`src/rtl/mdrop_uart_pkg.sv`:
```
`timescale 1ns/1ps
package mdrop_uart_pkg;
   localparam int MAX_BITS = 9;
   localparam int NB_W     = 4;
   localparam int OSR      = 16;
   localparam int SUB_W    = $clog2(OSR);
   localparam int ST_W     = 7;

   localparam int ST_RXRDY = 0;
   localparam int ST_TXRDY = 1;
   localparam int ST_PERR  = 2;
   localparam int ST_FERR  = 3;
   localparam int ST_OVR   = 4;
   localparam int ST_BRK   = 5;
   localparam int ST_ADDR  = 6;

   typedef enum logic [2:0] {
      PAR_NONE = 3'd0, PAR_EVEN = 3'd1, PAR_ODD = 3'd2,
      PAR_ZERO = 3'd3, PAR_ONE = 3'd4, PAR_ADDR = 3'd5
   } par_e;

   typedef enum logic [1:0] {
      CH_NORMAL = 2'd0, CH_ECHO = 2'd1, CH_LOCAL = 2'd2, CH_REMOTE = 2'd3
   } chan_e;

   function automatic logic par_bit(input logic [MAX_BITS-1:0] d,
                                    input logic [NB_W-1:0] nb,
                                    input par_e mode, input logic tag);
      logic x;
      x = 1'b0;
      for (int i = 0; i < MAX_BITS; i++)
         if (i < int'(nb)) x = x ^ d[i];
      case (mode)
         PAR_EVEN: return x;
         PAR_ODD:  return ~x;
         PAR_ONE:  return 1'b1;
         PAR_ADDR: return tag;
         default:  return 1'b0;
      endcase
   endfunction

   function automatic logic par_on(input par_e mode);
      return mode inside {PAR_EVEN, PAR_ODD, PAR_ZERO, PAR_ONE, PAR_ADDR};
   endfunction
endpackage

```
`src/rtl/mdrop_uart_baud.sv`:
```
`timescale 1ns/1ps
module mdrop_uart_baud #(
   parameter int DIV_W = 12
) (
   input  logic             clk,
   input  logic             rst_n,
   input  logic [DIV_W-1:0] div,
   output logic             tick
);
   logic [DIV_W-1:0] cnt;
   logic [DIV_W:0]   nxt;

   assign nxt  = {1'b0, cnt} + 1'b1;
   assign tick = (nxt >= {1'b0, div});

   always_ff @(posedge clk or negedge rst_n) begin
      if (!rst_n)    cnt <= '0;
      else if (tick) cnt <= '0;
      else           cnt <= nxt[DIV_W-1:0];
   end
endmodule

```
`src/rtl/mdrop_uart_tx.sv`:
```
`timescale 1ns/1ps
module mdrop_uart_tx
   import mdrop_uart_pkg::*;
(
   input  logic                clk,
   input  logic                rst_n,
   input  logic                tick,
   input  logic                req,
   input  logic [MAX_BITS-1:0] din,
   input  logic                din_tag,
   input  logic [NB_W-1:0]     nbits,
   input  par_e                pmode,
   output logic                take,
   output logic                line
);
   typedef enum logic [2:0] {T_IDLE, T_START, T_DATA, T_PAR, T_STOP} tst_e;
   localparam logic [SUB_W-1:0] LAST = SUB_W'(OSR - 1);

   tst_e                st;
   logic [SUB_W-1:0]    sub;
   logic [NB_W-1:0]     idx, nb_q;
   logic [MAX_BITS-1:0] sh;
   logic                pb, pen;

   assign take = tick && (st == T_IDLE) && req;

   always_ff @(posedge clk or negedge rst_n) begin
      if (!rst_n) begin
         st <= T_IDLE; sub <= '0; idx <= '0; nb_q <= NB_W'(8);
         sh <= '0; pb <= 1'b0; pen <= 1'b0;
      end else if (tick) begin
         sub <= sub + 1'b1;
         case (st)
            T_IDLE: begin
               sub <= '0;
               if (req) begin
                  st   <= T_START;
                  sh   <= din;
                  pb   <= par_bit(din, nbits, pmode, din_tag);
                  nb_q <= nbits;
                  pen  <= par_on(pmode);
               end
            end
            T_START: if (sub == LAST) begin st <= T_DATA; idx <= '0; end
            T_DATA: if (sub == LAST) begin
               sh <= sh >> 1;
               if (idx == nb_q - 1'b1) st <= pen ? T_PAR : T_STOP;
               else                    idx <= idx + 1'b1;
            end
            T_PAR:  if (sub == LAST) st <= T_STOP;
            T_STOP: if (sub == LAST) st <= T_IDLE;
            default: st <= T_IDLE;
         endcase
      end
   end

   always_comb begin
      case (st)
         T_START: line = 1'b0;
         T_DATA:  line = sh[0];
         T_PAR:   line = pb;
         default: line = 1'b1;
      endcase
   end
endmodule

```
`src/rtl/mdrop_uart_rx.sv`:
```
`timescale 1ns/1ps
module mdrop_uart_rx
   import mdrop_uart_pkg::*;
(
   input  logic                clk,
   input  logic                rst_n,
   input  logic                tick,
   input  logic                line,
   input  logic [NB_W-1:0]     nbits,
   input  par_e                pmode,
   output logic                done,
   output logic [MAX_BITS-1:0] data,
   output logic                tag,
   output logic                perr,
   output logic                ferr,
   output logic                brk
);
   typedef enum logic [2:0] {R_IDLE, R_START, R_DATA, R_PAR, R_STOP, R_BRK} rst_e;
   localparam logic [SUB_W-1:0] LAST = SUB_W'(OSR - 1);
   localparam logic [SUB_W-1:0] MID  = SUB_W'(OSR / 2 - 1);

   rst_e                st;
   logic [SUB_W-1:0]    sub;
   logic [NB_W-1:0]     idx, nb_q;
   logic [MAX_BITS-1:0] sh;
   logic                pbit, seen1;
   par_e                pm_q;

   assign brk = (st == R_BRK);

   always_ff @(posedge clk or negedge rst_n) begin
      if (!rst_n) begin
         st <= R_IDLE; sub <= '0; idx <= '0; nb_q <= NB_W'(8); sh <= '0;
         pbit <= 1'b0; seen1 <= 1'b0; pm_q <= PAR_NONE;
         done <= 1'b0; data <= '0; tag <= 1'b0; perr <= 1'b0; ferr <= 1'b0;
      end else begin
         done <= 1'b0;
         if (tick) begin
            sub <= sub + 1'b1;
            case (st)
               R_IDLE: begin
                  sub <= '0;
                  if (!line) st <= R_START;
               end
               R_START: if (sub == MID) begin
                  sub <= '0;
                  if (line) st <= R_IDLE;
                  else begin
                     st <= R_DATA; idx <= '0; sh <= '0; pbit <= 1'b0;
                     seen1 <= 1'b0; nb_q <= nbits; pm_q <= pmode;
                  end
               end
               R_DATA: if (sub == LAST) begin
                  sh[idx] <= line;
                  seen1   <= seen1 | line;
                  if (idx == nb_q - 1'b1) st <= par_on(pm_q) ? R_PAR : R_STOP;
                  else                    idx <= idx + 1'b1;
               end
               R_PAR: if (sub == LAST) begin
                  pbit  <= line;
                  seen1 <= seen1 | line;
                  st    <= R_STOP;
               end
               R_STOP: if (sub == LAST) begin
                  if (!line && !seen1) st <= R_BRK;
                  else begin
                     st   <= R_IDLE;
                     done <= 1'b1;
                     data <= sh;
                     tag  <= (pm_q == PAR_ADDR) && pbit;
                     ferr <= !line;
                     perr <= par_on(pm_q) && (pm_q != PAR_ADDR) &&
                             (pbit != par_bit(sh, nb_q, pm_q, 1'b0));
                  end
               end
               R_BRK: if (line) st <= R_IDLE;
               default: st <= R_IDLE;
            endcase
         end
      end
   end
endmodule

```
`src/rtl/mdrop_uart.sv`:
```
`timescale 1ns/1ps
module mdrop_uart
   import mdrop_uart_pkg::*;
#(
   parameter int BUS_W       = 16,
   parameter int ADDR_W      = 3,
   parameter int DIV_W       = 12,
   parameter int DMA_W       = 8,
   parameter int SYNC_STAGES = 2
) (
   input  logic              clk,
   input  logic              rst_n,
   input  logic              bus_sel,
   input  logic              bus_wr,
   input  logic [ADDR_W-1:0] bus_addr,
   input  logic [BUS_W-1:0]  bus_wdata,
   output logic [BUS_W-1:0]  bus_rdata,
   input  logic              rxd,
   output logic              txd,
   output logic              irq,
   output logic              dma_tx_req,
   input  logic              dma_tx_we,
   input  logic [DMA_W-1:0]  dma_tx_data,
   output logic              dma_rx_req,
   input  logic              dma_rx_ack,
   output logic [DMA_W-1:0]  dma_rx_data
);
   localparam logic [ADDR_W-1:0] A_CTRL = ADDR_W'(0);
   localparam logic [ADDR_W-1:0] A_BAUD = ADDR_W'(1);
   localparam logic [ADDR_W-1:0] A_DATA = ADDR_W'(2);
   localparam logic [ADDR_W-1:0] A_STAT = ADDR_W'(3);
   localparam logic [ADDR_W-1:0] A_IEN  = ADDR_W'(4);

   if (BUS_W < MAX_BITS + 1 || BUS_W < DIV_W) begin : g_bad_bus
      $error("mdrop_uart: BUS_W too narrow");
   end
   if (DIV_W < 2 || DMA_W > MAX_BITS || ADDR_W < 3) begin : g_bad_width
      $error("mdrop_uart: DIV_W, DMA_W or ADDR_W out of range");
   end

   logic [2:0]          len_code;
   par_e                pmode;
   chan_e               chan;
   logic                brk_ctl;
   logic [DIV_W-1:0]    div_q;
   logic [ST_W-1:0]     ien, status;
   logic                hold_full, hold_tag, rxrdy, perr, ferr, ovr, rx_tag;
   logic [MAX_BITS-1:0] hold_d, rx_data;
   logic [NB_W-1:0]     nbits;
   logic                tick, tx_take, tx_line, tx_int, rx_src, rx_line;
   logic                rx_done, rx_tag_n, rx_perr, rx_ferr, brk_active;
   logic [MAX_BITS-1:0] rx_data_n;
   logic                cfg_wr, hold_wr, rd_clr, st_wr;

   assign nbits   = (len_code > 3'd4) ? NB_W'(MAX_BITS) : NB_W'(len_code) + NB_W'(5);
   assign cfg_wr  = bus_sel && bus_wr;
   assign hold_wr = (cfg_wr && bus_addr == A_DATA) || dma_tx_we;
   assign st_wr   = cfg_wr && bus_addr == A_STAT;
   assign rd_clr  = (bus_sel && !bus_wr && bus_addr == A_DATA) || dma_rx_ack;

   // channel routing between pins and the two engines
   assign tx_int = tx_line & ~brk_ctl;
   always_comb begin
      case (chan)
         CH_ECHO:   begin txd = rxd;  rx_src = rxd;    end
         CH_LOCAL:  begin txd = 1'b1; rx_src = tx_int; end
         CH_REMOTE: begin txd = rxd;  rx_src = 1'b1;   end
         default:   begin txd = tx_int; rx_src = rxd;  end
      endcase
   end

   if (SYNC_STAGES == 0) begin : g_nosync
      assign rx_line = rx_src;
   end else begin : g_sync
      logic [SYNC_STAGES-1:0] ff;
      always_ff @(posedge clk or negedge rst_n) begin
         if (!rst_n) ff <= '1;
         else begin
            ff[0] <= rx_src;
            for (int i = 1; i < SYNC_STAGES; i++) ff[i] <= ff[i-1];
         end
      end
      assign rx_line = ff[SYNC_STAGES-1];
   end

   mdrop_uart_baud #(.DIV_W(DIV_W)) u_baud (
      .clk(clk), .rst_n(rst_n), .div(div_q), .tick(tick));

   mdrop_uart_tx u_tx (
      .clk(clk), .rst_n(rst_n), .tick(tick), .req(hold_full), .din(hold_d),
      .din_tag(hold_tag), .nbits(nbits), .pmode(pmode), .take(tx_take), .line(tx_line));

   mdrop_uart_rx u_rx (
      .clk(clk), .rst_n(rst_n), .tick(tick), .line(rx_line), .nbits(nbits),
      .pmode(pmode), .done(rx_done), .data(rx_data_n), .tag(rx_tag_n),
      .perr(rx_perr), .ferr(rx_ferr), .brk(brk_active));

   always_ff @(posedge clk or negedge rst_n) begin
      if (!rst_n) begin
         len_code <= 3'd3; pmode <= PAR_NONE; chan <= CH_NORMAL; brk_ctl <= 1'b0;
         div_q <= DIV_W'(1); ien <= '0;
         hold_full <= 1'b0; hold_d <= '0; hold_tag <= 1'b0;
         rxrdy <= 1'b0; rx_data <= '0; rx_tag <= 1'b0;
         perr <= 1'b0; ferr <= 1'b0; ovr <= 1'b0;
      end else begin
         if (cfg_wr && bus_addr == A_CTRL) begin
            len_code <= bus_wdata[2:0];
            pmode    <= par_e'(bus_wdata[5:3]);
            chan     <= chan_e'(bus_wdata[7:6]);
            brk_ctl  <= bus_wdata[8];
         end
         if (cfg_wr && bus_addr == A_BAUD) div_q <= bus_wdata[DIV_W-1:0];
         if (cfg_wr && bus_addr == A_IEN)  ien   <= bus_wdata[ST_W-1:0];
         if (hold_wr) begin
            hold_full <= 1'b1;
            hold_d    <= dma_tx_we ? MAX_BITS'(dma_tx_data) : bus_wdata[MAX_BITS-1:0];
            hold_tag  <= dma_tx_we ? 1'b0 : bus_wdata[MAX_BITS];
         end else if (tx_take) hold_full <= 1'b0;
         if (rd_clr) rxrdy <= 1'b0;
         if (st_wr) begin perr <= 1'b0; ferr <= 1'b0; ovr <= 1'b0; end
         if (rx_done) begin
            rxrdy   <= 1'b1;
            rx_data <= rx_data_n;
            rx_tag  <= rx_tag_n;
            if (rxrdy && !rd_clr) ovr <= 1'b1;
            if (rx_perr) perr <= 1'b1;
            if (rx_ferr) ferr <= 1'b1;
         end
      end
   end

   always_comb begin
      status           = '0;
      status[ST_RXRDY] = rxrdy;
      status[ST_TXRDY] = !hold_full;
      status[ST_PERR]  = perr;
      status[ST_FERR]  = ferr;
      status[ST_OVR]   = ovr;
      status[ST_BRK]   = brk_active;
      status[ST_ADDR]  = rx_tag;
   end

   assign irq         = |(status & ien);
   assign dma_tx_req  = status[ST_TXRDY];
   assign dma_rx_req  = status[ST_RXRDY];
   assign dma_rx_data = rx_data[DMA_W-1:0];

   always_comb begin
      case (bus_addr)
         A_CTRL:  bus_rdata = BUS_W'({brk_ctl, chan, pmode, len_code});
         A_BAUD:  bus_rdata = BUS_W'(div_q);
         A_DATA:  bus_rdata = BUS_W'({rx_tag, rx_data});
         A_STAT:  bus_rdata = BUS_W'(status);
         A_IEN:   bus_rdata = BUS_W'(ien);
         default: bus_rdata = '0;
      endcase
   end
endmodule

```
`config.mk`:
```
export PLATFORM = sky130hd
export DESIGN_NAME = mdrop_uart
export DESIGN_NICKNAME = d
export VERILOG_FILES = /design/src/rtl/mdrop_uart_pkg.sv /design/src/rtl/mdrop_uart_baud.sv /design/src/rtl/mdrop_uart_tx.sv /design/src/rtl/mdrop_uart_rx.sv /design/src/rtl/mdrop_uart.sv
export SDC_FILE = /design/constraint.sdc
export NUM_CORES = 1
export LEC_CHECK = 0
export ABC_CLOCK_PERIOD_IN_PS = 6100
export CAP_MARGIN = 10
export CORE_MARGIN = 3
export CORE_UTILIZATION = 45
export CTS_CLUSTER_DIAMETER = 120
export CTS_CLUSTER_SIZE = 12
export DETAILED_ROUTE_END_ITERATION = 8
export HOLD_SLACK_MARGIN = 0.15
export PLACE_DENSITY = 0.63
export SLEW_MARGIN = 20
export SYNTH_ARGS = -nofsm -noshare
export SYNTH_HDL_FRONTEND = slang
export SYNTH_SLANG_ARGS = --single-unit
```
`constraint.sdc`:
```
create_clock -name clk -period 6.1 [get_ports clk]
set_input_delay 0.61 -clock clk [delete_from_list [all_inputs] [get_ports clk]]
set_output_delay 0.61 -clock clk [all_outputs]
set_load 0.03 [all_outputs]
```
==> flow_summary.yaml, run 1 <==
clocking:
  clk_transition_reported_paths_ns: 0.06
  cts_tree: "yes"
  ctsResizeCount: 0
  clock_path_buffers: 2
  htreeDepth: 4
  post_cts_buffers: 0
  cts_sinks: 135
  hold_buffers: 0
  clkLatencyLatePin_ns: 0.43
  root_buffer: "clkbuf_16"
  cts-buffers-inserted: 17
outcome:
  status: "complete, no violations"
sta:
  fin_crit_ns: 3.93
  hold-worst-slack_ns: 0.143
  finalSetupViolations: 0
  hold_viol_final: 0
  final.setup.tns_ns: 0
  worst_pin_slew_ns: 1.04
  max_freq_ghz: 0.255
  rsz0062_at_grt: "no"
  slew_headroom: 0.308
  period_share: 0.644
  finClkSkew_ns: 0.00707
  maxSlewViolCount: 0
finish:
  final_cell_mix: "dfrtp_1, nand2_1, o21ai_0"
  antenna_cells: 0
  post-route-util: 0.530
  synthToLayoutAreaGrowth_pct: 15.2
  design_area_um2: 8830
  stdcell_count: 1048
  final_common_cell: "dfrtp_1"
  layout-drive-gt1-share: 0.135
  final_nets: 876
placement:
  dp.cells: 1016
  numPortBuffers: 53
  routabilityCongestion: 0.866
  hpwl_um: 14300
  dpl-instance-area_um2: 8260
critical_path:
  reg2reg_depth: 12
  timing.rr.start: "u_baud.cnt[0]"
  crit_path_end: "bus_rdata[1]"
  r2r_end: "u_rx.sh[2]"
  setup.worst_path.end_class: "output pin"
  arrival_ns: 3.32
  crit_fanout: 21
  worstPathCellList: "clkdlybuf4s50_1, nor2b_1, a21oi_1, o22ai_1, clkdlybuf4s50_1"
  crit_top_cell: "clkdlybuf4s50_1"
  startpoint_type: "input pin"
  r2r_setup_slack_ns: 2.54
  critPathMaxStageDelay_ns: 0.95
  crit_start: "bus_addr[1]"
  cp_slowest_cell: "clkdlybuf4s50_1"
  criticalPathCategory: "in2out"
  required_ns: 5.49
die:
  dieHeight_um: 136
  io_pins: 62
  start_util: 0.460
  core-area_um2: 16600
  die_w_um: 136
  dieArea_um2: 18600
  row_count: 47
synthesis:
  synth_area_um2: 7660
  synth-edff-count: 0
  yosysSeqAreaShare: 0.442
  synthCells: 785
  syn_area_per_cell_um2: 9.76
  ys_types: 64
  synth-seq-cells: 135
  async_flop_share: 1.00
  synth_ff_type: "dfrtp_1"
  synth_warnings: 0
power:
  pwr-share-seq: 0.409
  combPwrFrac: 0.277
  powerDensity_nw_per_um2: 357
  p_clk_frac: 0.314
  leakagePower_nw: 3.87
  p_int_mw: 1.99
  switching_power_mw: 1.16
  switching_share: 0.368
  vdd_drop_max_mv: 0.205
routing:
  wl_um: 19700
  viasPerCell: 5.79
  firstDrtPassIters: 6
  wl_per_cell_um: 18.8
  final_antenna_net_count: 0
  via_count: 6065
  drc: 0
  drtIter0Drc: 524
global_routing:
  grt_overflow: 0
  antenna_found_initial: 0
  grt_use_total: 0.220
  grt_pass1_wl_um: 31600
  grt_pass1_vias: 5920
  grt_max_degree: 77
min_path:
  hold_class: "in2async"
flow_run:
  cap_violations: 0
==> per-layer routing <==
layer  wire (um)  GRT usage  part of all wire
met1        8860      0.297              0.45
met2        9620      0.358              0.49
met3         989     0.0444             0.050
met4         221     0.0655             0.011
met5           0          0                 0
==> registers in the layout (all words and copies together) (netlist names), 7 cells and up <==
name        cells
rx_data         9
u_rx.data       9
div_q          12
hold_d          9
u_tx.sh         9
u_baud.cnt     12
ien             7
u_rx.sh         9
==> how the worst min path moves through the flow <==
stage                  from           end  slack [ns]  depth (start not counted)
2_1_floorplan         rst_n       brk_ctl        0.31                          0
3_3_place_gp   g_sync.ff[0]  g_sync.ff[1]        0.37                          0
3_5_place_dp   g_sync.ff[0]  g_sync.ff[1]        0.37                          0
4_1_cts               rst_n   u_rx.idx[0]        0.16                          1
5_1_grt               rst_n    u_rx.sh[6]        0.18                          1
6_report              rst_n   u_rx.idx[2]        0.14                          1
==> metrics by stage <==
step / power [mW] / setup slack [ns]
floorplan: 1.89 / 3.32
detailed placement: 2.17 / 2.22
global placement: 2.11 / 2.20
finish: 3.15 / 2.17
global route: 3.34 / 2.02
CTS: 3.16 / 2.21
==> kinds of logic (layout without fill, tap and decap cells) <==
family | after synthesis | count (layout) | synth area share
compound gates | 175 | 175 | 0.147
simple gates | 241 | 241 | 0.153
mux | 87 | 87 | 0.125
fa+ha+maj | 27 | 27 | 0.0441
xor+xnor | 33 | 33 | 0.0395
buf+inv | 86 | 126 | 0.0490
other cells | 1 | 4 | 0.000490
flops | 135 | 135 | 0.442
==> power by group through the flow <==
stage	logic, mW	clock network [mW]	registers, mW
after floorplan	0.707	0	1.19
after global placement	0.823	0	1.29
after detailed placement	0.868	0	1.30
after CTS	0.873	1.01	1.29
after global routing	0.975	1.05	1.32
final	0.874	0.990	1.29
==> cells in the mapped netlist (7+ instances only) <==
| cell | count | share of area |
|---|---|---|
| a21o_1 | 7 | 0.0069 |
| a21oi_1 | 37 | 0.024 |
| a31oi_1 | 11 | 0.0090 |
| and2_1 | 15 | 0.012 |
| and3_1 | 11 | 0.0090 |
| buf_4 | 12 | 0.012 |
| clkbuf_1 | 23 | 0.011 |
| dfrtp_1 | 128 | 0.42 |
| dfstp_2 | 7 | 0.024 |
| ha_1 | 27 | 0.044 |
| inv_1 | 39 | 0.019 |
| mux2_2 | 55 | 0.081 |
| mux2i_1 | 30 | 0.039 |
| nand2_1 | 71 | 0.035 |
| nand2b_1 | 9 | 0.0074 |
| nand3_1 | 24 | 0.016 |
| nor2_1 | 58 | 0.028 |
| nor2b_1 | 9 | 0.0074 |
| nor3_1 | 17 | 0.011 |
| o21ai_0 | 59 | 0.039 |
| o22ai_1 | 7 | 0.0057 |
| o31ai_1 | 7 | 0.0069 |
| xnor2_1 | 26 | 0.030 |
==> layout make-up <==
class	count	area [um^2]
fillers	1462	7820
clock buffers	17	425
multi-input cells	567	3910
inverters	39	146
well taps	220	275
clock inverters	15	134
flip-flops and latches	135	3390
repair buffers	55	547
==> critical path: cells and delay by family <==
family / cells / cell delay, ns
buffers and inverters: 2 / 1.69
AND/OR/NAND/NOR: 1 / 0.68
AO/OA/AOI/OAI: 2 / 0.33
(Power assumes the default switching activity.)
==> run 2, diff against run 1 <==
--- a/config.mk
+++ b/config.mk
@@ -5,7 +5,7 @@
 export SDC_FILE = /design/constraint.sdc
 export NUM_CORES = 1
 export LEC_CHECK = 0
-export ABC_CLOCK_PERIOD_IN_PS = 6100
+export ABC_CLOCK_PERIOD_IN_PS = 3650
 export CAP_MARGIN = 10
 export CORE_MARGIN = 3
 export CORE_UTILIZATION = 45
==> constraint.sdc (replaced) <==
create_clock -name clk -period 3.65 [get_ports clk]
set_input_delay 0.365 -clock clk [delete_from_list [all_inputs] [get_ports clk]]
set_output_delay 0.365 -clock clk [all_outputs]
set_load 0.03 [all_outputs]
==> flow_summary.yaml, run 2 (synthesized netlist as in run 1, its figures left out) <==
critical_path:
  arrival_ns: 3.45
  r2r_setup_slack_ns: 0.51
  setup.worst_path.end_class: "flop"
  startpoint_type: "flop"
  crit_fanout: 7
  criticalPathCategory: "reg2reg"
  required_ns: 3.96
global_routing:
  grt_max_degree: 87
  grt_pass1_vias: 5948
  grt_pass1_wl_um: 31500
  grt_overflow: 0
  antenna_found_initial: 0
  grt_use_total: 0.220
placement:
  routabilityCongestion: 0.889
  hpwl_um: 14300
  numPortBuffers: 53
sta:
  rsz0062_at_grt: "no"
  period_share: 0.859
  maxSlewViolCount: 0
  finClkSkew_ns: 0.00662
  worst_pin_slew_ns: 0.785
  fin_crit_ns: 3.14
  finalSetupViolations: 0
  max_freq_ghz: 0.319
  final.setup.tns_ns: 0
  slew_headroom: 0.477
  hold_viol_final: 0
clocking:
  clk_transition_reported_paths_ns: 0.06
  post_cts_buffers: 0
  root_buffer: "clkbuf_16"
  htreeDepth: 4
  clock_path_buffers: 2
  clkLatencyLatePin_ns: 0.42
  cts-buffers-inserted: 17
  cts_sinks: 135
  hold_buffers: 1
  cts_tree: "yes"
  ctsResizeCount: 0
die:
  dieHeight_um: 136
  core-area_um2: 16600
  dieArea_um2: 18600
  io_pins: 62
  row_count: 47
  start_util: 0.460
  die_w_um: 136
power:
  p_clk_frac: 0.321
  p_int_mw: 3.45
  switching_power_mw: 1.90
  powerDensity_nw_per_um2: 597
  leakagePower_nw: 3.94
  switching_share: 0.355
  combPwrFrac: 0.275
  p_total_mw: 5.34
  vdd_drop_max_mv: 0.452
  pwr-share-seq: 0.403
routing:
  drc: 0
  wl_um: 19600
  viasPerCell: 5.64
  wl_per_cell_um: 18.4
  firstDrtPassIters: 5
  drtIter0Drc: 462
  final_antenna_net_count: 0
  via_count: 5988
min_path:
  hold_class: "reg2reg"
outcome:
  status: "complete, no violations"
finish:
  final_nets: 889
  reg_top3: "div_q: 12 flops, u_baud.cnt: 12 flops"
  nFillCells: 1433
  final_common_cell: "dfrtp_1"
  synthToLayoutAreaGrowth_pct: 16.9
  final_cell_mix: "dfrtp_1, nand2_1, o21ai_0"
  layout-drive-gt1-share: 0.146
  antenna_cells: 0
flow_run:
  cap_violations: 0
[run 2: worst paths after layout]
kind / start / endpoint / depth (start not counted)
max: u_baud.cnt[0] / u_rx.nb_q[2] / 12
min: g_sync.ff[0] / g_sync.ff[1] / 0
max reg2reg: u_baud.cnt[0] / u_rx.nb_q[2] / 12
min reg2reg: g_sync.ff[0] / g_sync.ff[1] / 0
max in group asynchronous: rst_n / u_rx.nb_q[3] / 3
min in group asynchronous: rst_n / u_rx.sh[3] / 2
[run 2: layout make-up]
class	instances	area [um^2]	area share
well taps	220	275	0.0307
multi-input cells	567	3910	0.436
clock inverters	13	138	0.0154
inverters	39	146	0.0163
flip-flops and latches	135	3390	0.378
clock buffers	19	453	0.0506
repair buffers	68	647	0.0722
[run 2: through the flow]
step | util | instances | hold slack (ns) | instance area, um^2 | setup WS (ns)
2_1_floorplan | - | 788 | 0.0694 | 7670 | 0.874
6_report | 0.538 | 1061 | 0.359 | 8950 | 0.513
5_1_grt | 0.538 | 1061 | 0.363 | 8950 | 0.249
3_3_place_gp | 0.502 | 1028 | 0.349 | 8350 | 0.543
4_1_cts | 0.538 | 1061 | 0.358 | 8950 | 0.489
3_5_place_dp | 0.502 | 1028 | 0.350 | 8350 | 0.491
[run 2: per-layer routing]
layer	vias up	track usage	share of wire
met5	-	0	0
met4	0	0.0717	0.021
met3	32	0.0518	0.044
met2	178	0.353	0.48
met1	2929	0.295	0.46
li1	2849	-	-
[run 2: worst max-delay path, cell delays in order (launching register included)]
cell	delay, ns
dfrtp_1	0.40
ha_1	0.21
and4_1	0.22
and3_1	0.21
nand2_1	0.08
xnor2_1	0.21
ha_1	0.29
o21a_1	0.11
o21ai_0	0.18
nand2_1	0.26
nand3_1	0.31
buf_4	0.21
mux2_2	0.33
[run 2: power by group through the flow]
stage	Sequential [mW]	Combinational (mW)	Clock, mW
floorplan	1.98	1.18	0
global placement	2.15	1.40	0
detailed placement	2.17	1.46	0
CTS	2.14	1.48	1.74
global route	2.20	1.64	1.82
finish	2.15	1.47	1.72
==> run 3, diff against run 2 <==
--- a/config.mk
+++ b/config.mk
@@ -8,12 +8,12 @@
 export ABC_CLOCK_PERIOD_IN_PS = 3650
 export CAP_MARGIN = 10
 export CORE_MARGIN = 3
-export CORE_UTILIZATION = 45
+export CORE_UTILIZATION = 46
 export CTS_CLUSTER_DIAMETER = 120
 export CTS_CLUSTER_SIZE = 12
 export DETAILED_ROUTE_END_ITERATION = 8
 export HOLD_SLACK_MARGIN = 0.15
-export PLACE_DENSITY = 0.63
+export PLACE_DENSITY = 0.65
 export SLEW_MARGIN = 20
 export SYNTH_ARGS = -nofsm -noshare
 export SYNTH_HDL_FRONTEND = slang
==> flow_summary.yaml, run 3 (synthesized netlist as in run 1, its figures left out) <==
power:
  p_total_mw: 5.47
  powerDensity_nw_per_um2: 609
  switching_share: 0.343
  leakagePower_nw: 3.95
  vdd_drop_max_mv: 0.351
  p_int_mw: 3.59
  p_clk_frac: 0.335
  switching_power_mw: 1.88
  combPwrFrac: 0.267
  pwr-share-seq: 0.397
routing:
  drtIter0Drc: 815
  via_count: 6007
  final_antenna_net_count: 0
  firstDrtPassIters: 5
  viasPerCell: 5.70
  drc: 0
  wl_um: 19300
  wl_per_cell_um: 18.3
min_path:
  whs_path_depth: 0
  hold_class: "reg2reg"
  hold_start: "g_sync.ff[0]"
clocking:
  cts-buffers-inserted: 17
  htreeDepth: 4
  ctsResizeCount: 0
  clock_path_buffers: 2
  cts_sinks: 135
  clk_transition_reported_paths_ns: 0.06
  clkLatencyLatePin_ns: 0.43
  root_buffer: "clkbuf_16"
  cts_tree: "yes"
critical_path:
  crit_fanout: 6
  timing.rr.start: "u_baud.cnt[0]"
  arrival_ns: 3.67
  worstPathCellList: "ha_1, and4_1, and3_1, nand2_1, xnor2_1, ha_1, nand4_1, o21ai_2, nand2_1, nor2_1, buf_4, mux2_2"
  reg2reg_depth: 12
  crit_start: "u_baud.cnt[0]"
  cp_top_family: "simple AND/OR/NAND/NOR gates"
  critPathMaxStageDelay_ns: 0.42
  crit_cells: 12
  setup.worst_path.end_class: "flop"
  cp_slowest_cell: "dfrtp_1"
  path_buf_inv: 1
  startpoint_type: "flop"
  required_ns: 3.96
  criticalPathCategory: "reg2reg"
die:
  core-area_um2: 16100
  die_w_um: 135
  start_util: 0.475
  dieHeight_um: 135
  io_pins: 62
  row_count: 46
  dieArea_um2: 18200
global_routing:
  grt_max_degree: 108
  grt_use_total: 0.219
  antenna_found_initial: 0
  grt_overflow: 0
  grt_pass1_vias: 5767
  grt_pass1_wl_um: 31200
sta:
  maxSlewViolCount: 0
  slew_headroom: 0.439
  max_freq_ghz: 0.297
  period_share: 0.921
  final.setup.tns_ns: 0
  finalSetupViolations: 0
  worst_pin_slew_ns: 0.832
  fin_crit_ns: 3.36
  hold_viol_final: 0
  rsz0062_at_grt: "no"
  finClkSkew_ns: 0.00844
finish:
  antenna_cells: 0
  final_cell_mix: "dfrtp_1, nand2_1, o21ai_0"
  final_nets: 886
  synthToLayoutAreaGrowth_pct: 17.3
  layout-drive-gt1-share: 0.143
  final_common_cell: "dfrtp_1"
  post-route-util: 0.557
  reg_top3: "div_q: 12 flops, u_baud.cnt: 12 flops"
placement:
  routabilityCongestion: 0.913
  hpwl_um: 14000
  numPortBuffers: 53
flow_run:
  cap_violations: 0
outcome:
  status: "complete, no violations"
-- run 3: cell count changes in the layout (fill, tap and decap cells not counted), sizes merged --
cell / previous run / this run
buf: 15 / 12
bufinv: 1 / 4
clkbuf: 19 / 17
clkinv: 4 / 6
clkinvlp: 2 / 3
inv: 45 / 41
-- run 3: area by class of cell --
cell class              count  area [um^2]
multi-input cells         567         3910
clock inverters            15          201
clock buffers              17          425
inverters                  39          146
fillers                  1364         7130
repair buffers             65          644
well taps                 216          270
flip-flops and latches    135         3390
-- run 3: stage by stage --
stage | area, um^2 | std cells | hold slack (ns) | worst slack, ns
finish | 8980 | 1054 | 0.374 | 0.288
floorplan | 7670 | 788 | 0.0694 | 0.874
CTS | 8960 | 1053 | 0.369 | 0.284
global placement | 8320 | 1020 | 0.350 | 0.402
detailed placement | 8320 | 1020 | 0.357 | 0.303
global route | 8980 | 1054 | 0.372 | 0.0128
-- run 3: final timing paths --
kind / end / slack [ns]
max: u_rx.data[3] / 0.29
min: g_sync.ff[1] / 0.37
max reg2reg: u_rx.data[3] / 0.29
min reg2reg: g_sync.ff[1] / 0.37
max in group asynchronous: u_rx.nb_q[3] / 2.53
min in group asynchronous: u_rx.idx[0] / 0.40
-- run 3: routing by layer --
layer	vias up	global-route usage	wire length, um
li1	2844	-	-
met1	2924	0.301	8750
met3	35	0.0443	903
met2	204	0.351	9320
met5	-	0	0
met4	0	0.0722	344
-- run 3: power by group through the flow --
| stage | Combinational [mW] | Clock (mW) | Sequential (mW) |
|---|---|---|---|
| 2_1_floorplan | 1.18 | 0 | 1.98 |
| 3_3_place_gp | 1.38 | 0 | 2.16 |
| 3_5_place_dp | 1.44 | 0 | 2.18 |
| 4_1_cts | 1.47 | 1.87 | 2.16 |
| 5_1_grt | 1.63 | 1.93 | 2.21 |
| 6_report | 1.46 | 1.83 | 2.17 |
-- run 3: what timing repair did --
action,4_1_cts,5_1_grt
hold buffers,1,0
endpoints found under the setup margin,0,0
setup buffers,0,0
hold endpoints to repair,101,0
